==> src/rtl/cal_pkg.sv <==
package cal_pkg;
    localparam int REG_W  = 16;
    localparam int ADDR_W = 4;
    localparam int SEC_W  = 7;
    localparam int MIN_W  = 7;
    localparam int HR_W   = 6;
    localparam int WD_W   = 3;
    localparam int MD_W   = 6;
    localparam int MON_W  = 5;
    localparam int YR_W   = 8;

    localparam logic [ADDR_W-1:0] ADR_SEC    = 4'd0;
    localparam logic [ADDR_W-1:0] ADR_MIN    = 4'd1;
    localparam logic [ADDR_W-1:0] ADR_HOUR   = 4'd2;
    localparam logic [ADDR_W-1:0] ADR_WDAY   = 4'd3;
    localparam logic [ADDR_W-1:0] ADR_MDAY   = 4'd4;
    localparam logic [ADDR_W-1:0] ADR_MON    = 4'd5;
    localparam logic [ADDR_W-1:0] ADR_YEAR   = 4'd6;
    localparam logic [ADDR_W-1:0] ADR_COMMIT = 4'd7;
    localparam logic [ADDR_W-1:0] ADR_CTRL   = 4'd8;

    typedef struct packed {
        logic [SEC_W-1:0] sec;
        logic [MIN_W-1:0] min;
        logic [HR_W-1:0]  hour;
        logic [WD_W-1:0]  wday;
        logic [MD_W-1:0]  mday;
        logic [MON_W-1:0] mon;
        logic [YR_W-1:0]  year;
        logic             leap;
    } cal_time_t;

    localparam cal_time_t CAL_RESET = '{sec: 7'h00, min: 7'h00, hour: 6'h00,
                                        wday: 3'd0, mday: 6'h01, mon: 5'h01,
                                        year: 8'h00, leap: 1'b0};

    function automatic logic [7:0] bcd_inc8(input logic [7:0] v);
        if (v[3:0] >= 4'd9) bcd_inc8 = {v[7:4] + 4'd1, 4'd0};
        else                bcd_inc8 = {v[7:4], v[3:0] + 4'd1};
    endfunction
endpackage

==> src/rtl/cal_shadow.sv <==
module cal_shadow
    import cal_pkg::*;
#(
    parameter bit RESET_24H = 1'b1
) (
    input  logic              clk,
    input  logic              rst_n,
    input  logic              wr_en,
    input  logic [ADDR_W-1:0] addr,
    input  logic [REG_W-1:0]  wdata,
    output cal_time_t         stage,
    output logic              pend,
    output logic              mode24
);
    typedef struct packed {
        cal_time_t stg;
        logic      pend;
        logic      m24;
    } shd_t;

    shd_t shd_d, shd_q;
    logic unused_bits;
    assign unused_bits = ^wdata[REG_W-2:8];

    always_comb begin
        shd_d      = shd_q;
        shd_d.pend = 1'b0;
        if (wr_en) begin
            case (addr)
                ADR_SEC:    shd_d.stg.sec  = wdata[SEC_W-1:0];
                ADR_MIN:    shd_d.stg.min  = wdata[MIN_W-1:0];
                ADR_HOUR:   shd_d.stg.hour = wdata[HR_W-1:0];
                ADR_WDAY:   shd_d.stg.wday = wdata[WD_W-1:0];
                ADR_MDAY:   shd_d.stg.mday = wdata[MD_W-1:0];
                ADR_MON:    shd_d.stg.mon  = wdata[MON_W-1:0];
                ADR_YEAR: begin
                    shd_d.stg.year = wdata[YR_W-1:0];
                    shd_d.stg.leap = wdata[REG_W-1];
                end
                ADR_COMMIT: shd_d.pend     = wdata[REG_W-1];
                ADR_CTRL:   shd_d.m24      = wdata[0];
                default:    ;
            endcase
        end
    end

    always_ff @(posedge clk or negedge rst_n) begin
        if (!rst_n) begin
            shd_q.stg  <= CAL_RESET;
            shd_q.pend <= 1'b0;
            shd_q.m24  <= RESET_24H;
        end else begin
            shd_q <= shd_d;
        end
    end

    assign stage  = shd_q.stg;
    assign pend   = shd_q.pend;
    assign mode24 = shd_q.m24;
endmodule

==> src/rtl/cal_clock.sv <==
module cal_clock
    import cal_pkg::*;
(
    input  logic             clk,
    input  logic             rst_n,
    input  logic             load,
    input  logic [SEC_W-1:0] ld_sec,
    input  logic [MIN_W-1:0] ld_min,
    input  logic [HR_W-1:0]  ld_hour,
    input  logic             step,
    input  logic             mode24,
    output logic [SEC_W-1:0] sec,
    output logic [MIN_W-1:0] min,
    output logic [HR_W-1:0]  hour,
    output logic             day_carry
);
    typedef struct packed {
        logic [SEC_W-1:0] sec;
        logic [MIN_W-1:0] min;
        logic [HR_W-1:0]  hour;
    } tod_t;

    tod_t tod_d, tod_q;
    logic [HR_W-1:0] hour_nx;
    logic            hour_cy;

    // hour successor for both counting modes
    always_comb begin
        hour_cy = 1'b0;
        if (mode24) begin
            if (tod_q.hour >= 6'h23) begin
                hour_nx = 6'h00;
                hour_cy = 1'b1;
            end else begin
                hour_nx = HR_W'(bcd_inc8({2'b00, tod_q.hour}));
            end
        end else begin
            if (tod_q.hour[4:0] == 5'h11) begin
                hour_nx = {~tod_q.hour[5], 5'h12};
                hour_cy = tod_q.hour[5];
            end else if (tod_q.hour[4:0] >= 5'h12) begin
                hour_nx = {tod_q.hour[5], 5'h01};
            end else begin
                hour_nx = {tod_q.hour[5], 5'(bcd_inc8({3'b000, tod_q.hour[4:0]}))};
            end
        end
    end

    always_comb begin
        tod_d     = tod_q;
        day_carry = 1'b0;
        if (load) begin
            tod_d = '{sec: ld_sec, min: ld_min, hour: ld_hour};
        end else if (step) begin
            if (tod_q.sec >= 7'h59) begin
                tod_d.sec = 7'h00;
                if (tod_q.min >= 7'h59) begin
                    tod_d.min  = 7'h00;
                    tod_d.hour = hour_nx;
                    day_carry  = hour_cy;
                end else begin
                    tod_d.min = MIN_W'(bcd_inc8({1'b0, tod_q.min}));
                end
            end else begin
                tod_d.sec = SEC_W'(bcd_inc8({1'b0, tod_q.sec}));
            end
        end
    end

    always_ff @(posedge clk or negedge rst_n) begin
        if (!rst_n) tod_q <= '{sec: CAL_RESET.sec, min: CAL_RESET.min, hour: CAL_RESET.hour};
        else        tod_q <= tod_d;
    end

    assign sec  = tod_q.sec;
    assign min  = tod_q.min;
    assign hour = tod_q.hour;
endmodule

==> src/rtl/cal_date.sv <==
module cal_date
    import cal_pkg::*;
(
    input  logic             clk,
    input  logic             rst_n,
    input  logic             load,
    input  logic [WD_W-1:0]  ld_wday,
    input  logic [MD_W-1:0]  ld_mday,
    input  logic [MON_W-1:0] ld_mon,
    input  logic [YR_W-1:0]  ld_year,
    input  logic             ld_leap,
    input  logic             day_step,
    output logic [WD_W-1:0]  wday,
    output logic [MD_W-1:0]  mday,
    output logic [MON_W-1:0] mon,
    output logic [YR_W-1:0]  year,
    output logic             leap
);
    typedef struct packed {
        logic [WD_W-1:0]  wday;
        logic [MD_W-1:0]  mday;
        logic [MON_W-1:0] mon;
        logic [YR_W-1:0]  year;
        logic             leap;
    } date_t;

    date_t dt_d, dt_q;
    logic [MD_W-1:0] last_day;

    always_comb begin
        case (dt_q.mon)
            5'h02:                      last_day = dt_q.leap ? 6'h29 : 6'h28;
            5'h04, 5'h06, 5'h09, 5'h11: last_day = 6'h30;
            default:                    last_day = 6'h31;
        endcase
    end

    always_comb begin
        dt_d = dt_q;
        if (load) begin
            dt_d = '{wday: ld_wday, mday: ld_mday, mon: ld_mon, year: ld_year, leap: ld_leap};
        end else if (day_step) begin
            dt_d.wday = (dt_q.wday >= 3'd6) ? 3'd0 : dt_q.wday + 3'd1;
            if (dt_q.mday >= last_day) begin
                dt_d.mday = 6'h01;
                if (dt_q.mon >= 5'h12) begin
                    dt_d.mon  = 5'h01;
                    dt_d.year = (dt_q.year >= 8'h99) ? 8'h00 : bcd_inc8(dt_q.year);
                end else begin
                    dt_d.mon = MON_W'(bcd_inc8({3'b000, dt_q.mon}));
                end
            end else begin
                dt_d.mday = MD_W'(bcd_inc8({2'b00, dt_q.mday}));
            end
        end
    end

    always_ff @(posedge clk or negedge rst_n) begin
        if (!rst_n) dt_q <= '{wday: CAL_RESET.wday, mday: CAL_RESET.mday, mon: CAL_RESET.mon,
                              year: CAL_RESET.year, leap: CAL_RESET.leap};
        else        dt_q <= dt_d;
    end

    assign wday = dt_q.wday;
    assign mday = dt_q.mday;
    assign mon  = dt_q.mon;
    assign year = dt_q.year;
    assign leap = dt_q.leap;
endmodule

==> src/rtl/cal_bcd_rtc.sv <==
module cal_bcd_rtc
    import cal_pkg::*;
#(
    parameter bit RESET_24H = 1'b1
) (
    input  logic              clk,
    input  logic              rst_n,
    input  logic              tick,
    input  logic              wr_en,
    input  logic [ADDR_W-1:0] addr,
    input  logic [REG_W-1:0]  wdata,
    output logic [REG_W-1:0]  rdata
);
    cal_time_t stage, live;
    logic      commit_pend, mode24, step, day_carry;

    assign step = tick & ~commit_pend;

    cal_shadow #(.RESET_24H(RESET_24H)) u_shadow (
        .clk(clk), .rst_n(rst_n), .wr_en(wr_en), .addr(addr), .wdata(wdata),
        .stage(stage), .pend(commit_pend), .mode24(mode24)
    );

    cal_clock u_clock (
        .clk(clk), .rst_n(rst_n), .load(commit_pend),
        .ld_sec(stage.sec), .ld_min(stage.min), .ld_hour(stage.hour),
        .step(step), .mode24(mode24),
        .sec(live.sec), .min(live.min), .hour(live.hour), .day_carry(day_carry)
    );

    cal_date u_date (
        .clk(clk), .rst_n(rst_n), .load(commit_pend),
        .ld_wday(stage.wday), .ld_mday(stage.mday), .ld_mon(stage.mon),
        .ld_year(stage.year), .ld_leap(stage.leap), .day_step(day_carry),
        .wday(live.wday), .mday(live.mday), .mon(live.mon),
        .year(live.year), .leap(live.leap)
    );

    always_comb begin
        case (addr)
            ADR_SEC:    rdata = REG_W'(live.sec);
            ADR_MIN:    rdata = REG_W'(live.min);
            ADR_HOUR:   rdata = REG_W'(live.hour);
            ADR_WDAY:   rdata = REG_W'(live.wday);
            ADR_MDAY:   rdata = REG_W'(live.mday);
            ADR_MON:    rdata = REG_W'(live.mon);
            ADR_YEAR:   rdata = {live.leap, 7'd0, live.year};
            ADR_COMMIT: rdata = {commit_pend, 15'd0};
            ADR_CTRL:   rdata = REG_W'(mode24);
            default:    rdata = '0;
        endcase
    end
endmodule

==> config.mk <==
export PLATFORM = sky130hd
export DESIGN_NAME = cal_bcd_rtc
export DESIGN_NICKNAME = d
export VERILOG_FILES = /design/src/rtl/cal_pkg.sv /design/src/rtl/cal_shadow.sv /design/src/rtl/cal_clock.sv /design/src/rtl/cal_date.sv /design/src/rtl/cal_bcd_rtc.sv
export SDC_FILE = /design/constraint.sdc
export NUM_CORES = 1
export LEC_CHECK = 0
export ABC_AREA = 1
export BUFFER_PORTS_ARGS = -buffer_cell sky130_fd_sc_hd__buf_2
export CAP_MARGIN = 20
export CORE_ASPECT_RATIO = 0.5
export CORE_UTILIZATION = 50
export CTS_BUF_LIST = sky130_fd_sc_hd__clkbuf_2 sky130_fd_sc_hd__clkbuf_4 sky130_fd_sc_hd__clkbuf_8
export DETAILED_ROUTE_END_ITERATION = 10
export GPL_TIMING_DRIVEN = 0
export PLACE_DENSITY = 0.69
export SYNTH_ARGS = -nofsm -noshare
export SYNTH_HDL_FRONTEND = slang
export SYNTH_SLANG_ARGS = --single-unit
==> constraint.sdc <==
create_clock -name clk -period 2.2 [get_ports clk]
set_clock_uncertainty 0.15 [all_clocks]
set_input_delay 0.33 -clock clk [delete_from_list [all_inputs] [get_ports clk]]
set_output_delay 0.33 -clock clk [all_outputs]
set_load 0.05 [all_outputs]
==> key figures, run 1 <==
Outcome
  – Status: complete, but fails checks
  – Failing checks: negative setup slack

Finish
  – Most common cell after layout, fill and taps aside: nand2_1
  – Layout fillers: 972
  – Area Overhead vs Synth: 16.3%
  – Antenna Cells: 0
  – Design Area, Final: 6210 sq um
  – Share of layout cells above drive strength 1: 0.168
  – Final net count: between 800 and 900
  – Most frequent cells in the layout: nand2_1, dfrtp_1, o21ai_0, inv_1, nor2_1

Placed design
  – Hpwl dp: around 10 mm
  – Routability cong.: 0.948
  – Setup WS pre-CTS: -477 ps
  – Placed inst area: roughly 5700 sq um
  – IO buf count: 24

CTS
  – Clk slew on worst S/H paths: 100 ps
  – Clock sinks: 88
  – H-Tree Depth: 3
  – Max Buffers Root-to-Sink: 2
  – Clk_lat worst skew: 380 ps
  – CTS tree: built
  – Root Driver: clkbuf_8
  – TritonCTS buffer count: 9

Floorplan
  – Die outline height: around 75 um
  – Initial core utilization: 0.519
  – Top-level I/O count: 40
  – Site row count: 26
  – Core area: 10300 sq um
  – Die area: 11100 sq um
  – Die Wd: 148 um

Synthesis
  – Post-synthesis sequential area ratio: 0.414
  – Predominant post-synthesis flop cell: dfrtp_1
  – Mapped Area: ~5300 sq um
  – Mapped Cells: 695
  – Post-synthesis cell type count: 45
  – Post-synthesis async set-or-reset flop share: 1.00
  – Number of synthesized flops with an enable pin: 0
  – Post-synthesis register bit count: 88
  – Yosys warning count: 0
  – Syn avg cell area: 7.68 sq um

Routing
  – Total number of vias: slightly below 5000
  – DR vias/cell: 5.37
  – Initial DRC count: 426
  – ANT nets after route: 0
  – Routed WL: approximately 15 mm
  – WL/cell: 16.4 um
  – DRT Pass-1 Iters: 5
  – Detailed-route DRC error count: 0

Pwr
  – Power, Total: 4710 uW
  – Sequential share of power: 0.465
  – Leakage: 0.00313 uW
  – Net Sw Power: 1720 uW
  – Logic pwr share: 0.256
  – Clock network power share: 0.278
  – P_int: ~3000 uW
  – Power per Cell Area: 760 nW/um^2
  – IR drop worst, VDD: 0.000327 V
  – Switching Fraction: 0.365

STA
  – Max Clk Rate: 390 MHz
  – WHS: 39.8 ps
  – Rel. slew slack: 0.434
  – Final Hold Fails: 0
  – Final worst setup slack: -367 ps
  – Fin. max-slew vios: 0
  – Tcrit/Tclk final: 1.17
  – Post-Route Setup TNS: -5940 ps
  – Period minus WS final: around 2600 ps
  – Final Setup Violations: 19
  – Slew @ Worst Pin: 842 ps
  – RSZ-0062 raised after global routing: true

GRT
  – Wire length of the first global-routing pass: 22.2 mm
  – Met2 Resource Use GR: 0.412
  – Vias in the first global route: 4108
  – Initial antenna violation count: 0
  – Busiest grt layer: met2
  – Total GRT Usage: 0.273
  – Pin count of the biggest net entering global routing: 58
  – Global route total overflow: 0
  – Met1 Use GR: 0.393
  – Met3 Track Usage GR: 0.0715

Worst setup path
  – Crit. End Element: flop
  – Critical Path RT: 2310 ps
  – Crit-path cells: buf_12, ha_4, o21ai_1, o21ai_1, a32oi_1, ha_1, inv_1, nor2_1, nand3_1, nand4_4, nand2_4, nor2_4, nand2_2, nand2_1, nand2_1
  – Crit-path max FO: 5
  – WS Path Type: flop to flop
  – CP max stage cell: dfstp_2
  – Critical path's largest stage delay: 590 ps
  – Buffer and inverter count on the worst path: 2
  – Worst Path Arrival: 2680 ps
  – CP startpoint kind: flop
  – CP delay by family, top: simple AND/OR/NAND/NOR gates

Run
  – MaxCap Viol Count: 0

Hold path
  – Hold crit path type: primary input to flop
[cell type report]
class	instances	area (sq um)	share of cell area
clock inverters	7	101	0.0163
multi-input cells	516	2860	0.461
inverters	76	300	0.0484
well taps	140	175	0.0282
flip-flops and latches	88	2210	0.356
clock buffers	9	124	0.0200
plain buffers	21	134	0.0216
repair buffers	40	303	0.0488
[cell families (layout without fill, tap and decap cells)]
logic type,Yosys count,in the layout,share of synthesized area
other,1,7,0.000703
and+or+nand+nor,324,324,0.264
buffers and inverters,97,153,0.0774
xor gates and xnor gates,14,14,0.0230
AOI/OAI and AO/OA,137,137,0.142
adders and majority gates,32,32,0.0750
DFF,88,88,0.414
muxes,2,2,0.00422
[per-layer routing]
| layer | up-vias | share of wire |
|---|---|---|
| met1 | 2255 | 0.47 |
| met5 | - | 0 |
| met2 | 175 | 0.43 |
| li1 | 2360 | - |
| met3 | 23 | 0.085 |
| met4 | 0 | 0.015 |
[worst reg2reg max path, delay by kind of cell (launching register included)]
kind	cells	cell delay, ps
buffers and inverters	2	150
AO/OA/AOI/OAI	3	260
flip-flops	1	590
AND/OR/NAND/NOR	8	880
adder cells (fa/ha/maj)	2	400
[synthesized netlist by cell type, types with 2 or more instances]
| master | n | share of area |
|---|---|---|
| a21oi_1 | 13 | 0.012 |
| a22oi_1 | 7 | 0.0098 |
| buf_2 | 4 | 0.0038 |
| buf_4 | 7 | 0.0098 |
| buf_6 | 2 | 0.0042 |
| clkbuf_1 | 7 | 0.0049 |
| dfrtp_1 | 83 | 0.39 |
| dfstp_2 | 5 | 0.025 |
| ha_1 | 32 | 0.075 |
| inv_1 | 69 | 0.049 |
| inv_2 | 5 | 0.0035 |
| mux2_2 | 2 | 0.0042 |
| nand2_1 | 225 | 0.16 |
| nand2_2 | 4 | 0.0047 |
| nand3_1 | 32 | 0.030 |
| nand3_2 | 2 | 0.0038 |
| nand4_1 | 3 | 0.0035 |
| nand4_2 | 2 | 0.0047 |
| nor2_1 | 36 | 0.025 |
| nor2_2 | 5 | 0.0059 |
| nor2_4 | 3 | 0.0063 |
| nor3_1 | 6 | 0.0056 |
| o2111ai_1 | 3 | 0.0049 |
| o21a_1 | 2 | 0.0028 |
| o21ai_0 | 87 | 0.082 |
| o21ai_1 | 7 | 0.0066 |
| o221ai_1 | 2 | 0.0033 |
| o22ai_1 | 9 | 0.011 |
| o31ai_1 | 3 | 0.0042 |
| xnor2_1 | 4 | 0.0066 |
| xor2_1 | 10 | 0.016 |
[final timing paths]
check | to | cells past startpoint | start | slack (ps)
max | u_date.year[7]$_DFFE_PN0P_ | 15 | u_date.mon[0]$_DFFE_PN1P_ | -370
max in group asynchronous | u_shadow.mode24$_DFFE_PN1P_ | 3 | rst_n | 970
max reg2reg | u_date.year[7]$_DFFE_PN0P_ | 15 | u_date.mon[0]$_DFFE_PN1P_ | -370
min reg2reg | u_shadow.stage[10]$_DFFE_PN0P_ | 2 | u_shadow.stage[10]$_DFFE_PN0P_ | 340
min | u_shadow.stage[8]$_DFFE_PN0P_ | 2 | wdata[7] | 40
min in group asynchronous | u_date.mday[3]$_DFFE_PN0P_ | 2 | rst_n | 280
[registers in the layout, summed over array words and instances, names as in the netlist]
register and flops:
u_date.mon 5, u_shadow.mode24 1, u_clock.hour 6, u_date.leap 1
u_clock.min 7, u_clock.sec 7, u_date.wday 3, u_date.mday 6
u_shadow.pend 1, u_shadow.stage 43, u_date.year 8
[power by group through the flow]
stage	Clock, uW	Combinational [uW]	Sequential (uW)
6_report	1310	1210	2190
5_1_grt	1380	1380	2230
4_1_cts	1320	1180	2180
3_5_place_dp	0	1170	2210
3_3_place_gp	0	1140	2200
2_1_floorplan	0	892	2130
[repair_timing]
action | CTS | global route
setup buffers | 7 | 6
cloned | 1 | 0
endpoints found under the setup margin | 20 | 25
pin swaps | 4 | 7
hold buffers | 1 | 0
hold endpoints to repair | 27 | 0
resized for setup | 15 | 37
[through the flow]
| step | cells | util |
|---|---|---|
| 2_1_floorplan | 701 | - |
| 3_3_place_gp | 865 | 0.554 |
| 3_5_place_dp | 866 | 0.557 |
| 4_1_cts | 891 | 0.588 |
| 5_1_grt | 897 | 0.604 |
| 6_report | 897 | 0.604 |
Note: power is estimated with default switching activity, not from simulation.
==> inputs of run 2 (changes only) <==
PLACE_DENSITY = 0.83   (was 0.69)
==> run 2 against run 1 <==
Effect of this change: the run still ends with negative setup slack left; register-to-register slack better by 20 ps; critical endpoint is now u_date.year[4]$_DFFE_PN0P_; critical path depth unchanged; critical path type unchanged; combinational power is essentially flat.
==> key figures, run 2 (synthesis results as in run 1) <==
Outcome
  – Status: complete, but fails checks
  – Failing checks: negative setup slack

GRT
  – Pin count of the biggest net entering global routing: 68 (+17%)
  – Global route total overflow: 0 (unchanged)
  – Wire length of the first global-routing pass: 22.1 mm (-0.41%)
  – Initial antenna violation count: 0 (unchanged)
  – Vias in the first global route: 4378 (+6.6%)
  – Total GRT Usage: 0.262 (-0.0106)

Placed design
  – Hpwl dp: 9.98 mm (-3.9%)
  – Routability cong.: 0.969 (+2.2%)
  – Inst Count DP: 866 (unchanged)
  – IO buf count: 24 (unchanged)

Pwr
  – Leakage: 0.00310 uW (-0.94%)
  – Power, Total: 4570 uW (-3.0%)
  – IR drop worst, VDD: 0.000330 V (+0.84%)
  – Power per Cell Area: 751 nW/um^2 (-1.1%)

Worst setup path
  – Crit-path max FO: 7 (+2)
  – Buffer and inverter count on the worst path: 5 (+3)
  – CP most frequent cell: inv_1
  – Crit-path cells: buf_4, ha_4, inv_1, nor2_2, inv_1, ha_1, inv_1, nor2_1, nand3_1, nand4_4, nand2_2, nor2_4, buf_6, nand3_1, nand2_1
  – R2R Setup Slk: -350 ps (+20 ps)
  – Worst Path Arrival: 2700 ps (+20 ps)
  – CP startpoint kind: flop
  – Critical Path RT: 2360 ps (+50 ps)
  – CP delay by family, top: simple AND/OR/NAND/NOR gates
  – WS Path Type: flop to flop
  – CP max stage cell: dfrtp_2
  – Critical path's largest stage delay: 430 ps (-160 ps)
  – Crit. End Element: flop

STA
  – Slew @ Worst Pin: 698 ps (-144 ps)
  – Final Hold Fails: 0 (unchanged)
  – RSZ-0062 raised after global routing: true
  – Tcrit/Tclk final: 1.16 (-0.00873)
  – Fin. max-slew vios: 0 (unchanged)
  – Rel. slew slack: 0.535 (+0.101)
  – Max Clk Rate: 393 MHz (+0.75%)
  – Period minus WS final: 2550 ps (-19.2 ps)
  – Final Setup Violations: 19 (unchanged)
  – Final worst setup slack: -347 ps (+19.2 ps)

Floorplan
  – Top-level I/O count: 40 (unchanged)
  – Die Wd: 148 um (unchanged)
  – Die outline height: 75.1 um (unchanged)
  – Core area: 10300 sq um (unchanged)
  – Initial core utilization: 0.519 (unchanged)
  – Site row count: 26 (unchanged)
  – Die area: 11100 sq um (unchanged)

Routing
  – WL/cell: 15.7 um (-4.4%)
  – Metal-1 WL: 6.01 mm (-14%)
  – Detailed-route DRC error count: 0 (unchanged)
  – Max Used Layer: met4
  – Total number of vias: 4912 (+2.1%)
  – Routed WL: 14.0 mm (-4.9%)
  – Initial DRC count: 476 (+12%)
  – ANT nets after route: 0 (unchanged)
  – Met2 routed WL: 6.38 mm (+1.5%)
  – DR vias/cell: 5.50 (+2.5%)
  – DRT Pass-1 Iters: 7 (+2)
  – Met3 Wirelength: 1.23 mm (-1.6%)

Finish
  – Share of layout cells above drive strength 1: 0.154 (-0.0137)
  – Final net count: 804 (-0.50%)
  – Most frequent cells in the layout: nand2_1, dfrtp_1, o21ai_0, inv_1, nor2_1
  – Area Overhead vs Synth: 14.1%
  – Most common cell after layout, fill and taps aside: nand2_1
  – Antenna Cells: 0 (unchanged)
  – Finished Layout Cells: 893 (-0.45%)
  – Number of flip-flops in the largest register: 43 (unchanged)

CTS
  – TritonCTS buffer count: 9 (unchanged)
  – Clk slew on worst S/H paths: 90 ps (about the same)
  – CTS tree: built
  – Clock sinks: 88 (unchanged)
  – Max Buffers Root-to-Sink: 2 (unchanged)
  – Root Driver: clkbuf_8
  – H-Tree Depth: 3 (unchanged)
  – Clk_lat worst skew: 380 ps (about the same)

Run
  – MaxCap Viol Count: 0 (unchanged)

Hold path
  – Hold crit path type: primary input to flop
run 2: cell types whose count changed in the layout (fill, tap and decap cells not counted), sizes merged:
cell,delta
bufinv,-1
clkbuf,+2
clkinv,+2
buf,-5
clkinvlp,-2
run 2: final timing paths:
check / from / end / cells past startpoint
max: u_date.mon[1]$_DFFE_PN0P_ / u_date.year[4]$_DFFE_PN0P_ / 15
min: wdata[7] / u_shadow.stage[8]$_DFFE_PN0P_ / 2
max reg2reg: u_date.mon[1]$_DFFE_PN0P_ / u_date.year[4]$_DFFE_PN0P_ / 15
min reg2reg: u_shadow.stage[5]$_DFFE_PN0P_ / u_shadow.stage[5]$_DFFE_PN0P_ / 2
max in group asynchronous: rst_n / u_date.mon[0]$_DFFE_PN1P_ / 3
min in group asynchronous: rst_n / u_date.wday[1]$_DFFE_PN0P_ / 2
run 2: timing repair:
| item | in CTS | in global routing |
|---|---|---|
| resized for setup | 14 | 17 |
| pin swaps | 4 | 2 |
| cloned | 1 | 0 |
| endpoints found under the setup margin | 21 | 23 |
| setup buffers | 4 | 5 |
| hold buffers | 1 | 0 |
| endpoints found under the hold margin | 21 | 0 |
run 2: metrics by stage:
step | worst slack [ps] | cell area, sq um | setup TNS [ps] | utilization | hold WS [ps]
2_1_floorplan | -135 | 5400 | -1830 | - | -116
3_3_place_gp | -332 | 5690 | -15410 | 0.554 | 308
3_5_place_dp | -403 | 5720 | -6250 | 0.557 | 92.0
4_1_cts | -311 | 6000 | -4700 | 0.584 | 36.0
5_1_grt | -489 | 6090 | -8760 | 0.593 | 38.4
6_report | -347 | 6090 | -5890 | 0.593 | 46.7
run 2: cell type report:
| cell class | instances | area [sq um] |
|---|---|---|
| fillers | 897 | 4190 |
| multi-input cells | 516 | 2830 |
| flip-flops and latches | 88 | 2210 |
| inverters | 76 | 295 |
| repair buffers | 36 | 245 |
| well taps | 140 | 175 |
| clock buffers | 10 | 138 |
| plain buffers | 21 | 130 |
| clock inverters | 6 | 66.3 |
run 2: report_power, final:
part	switching (uW)	internal [uW]	total [uW]
clock network	614	562	1180
logic	789	423	1210
registers	266	1920	2190
total	1670	2900	4570
run 2: layer usage:
layer  GRT usage  vias to the layer above
li1            -                     2356
met1       0.350                     2278
met2       0.423                      241
met3      0.0606                       37
met4       0.101                        0
met5           0                        -
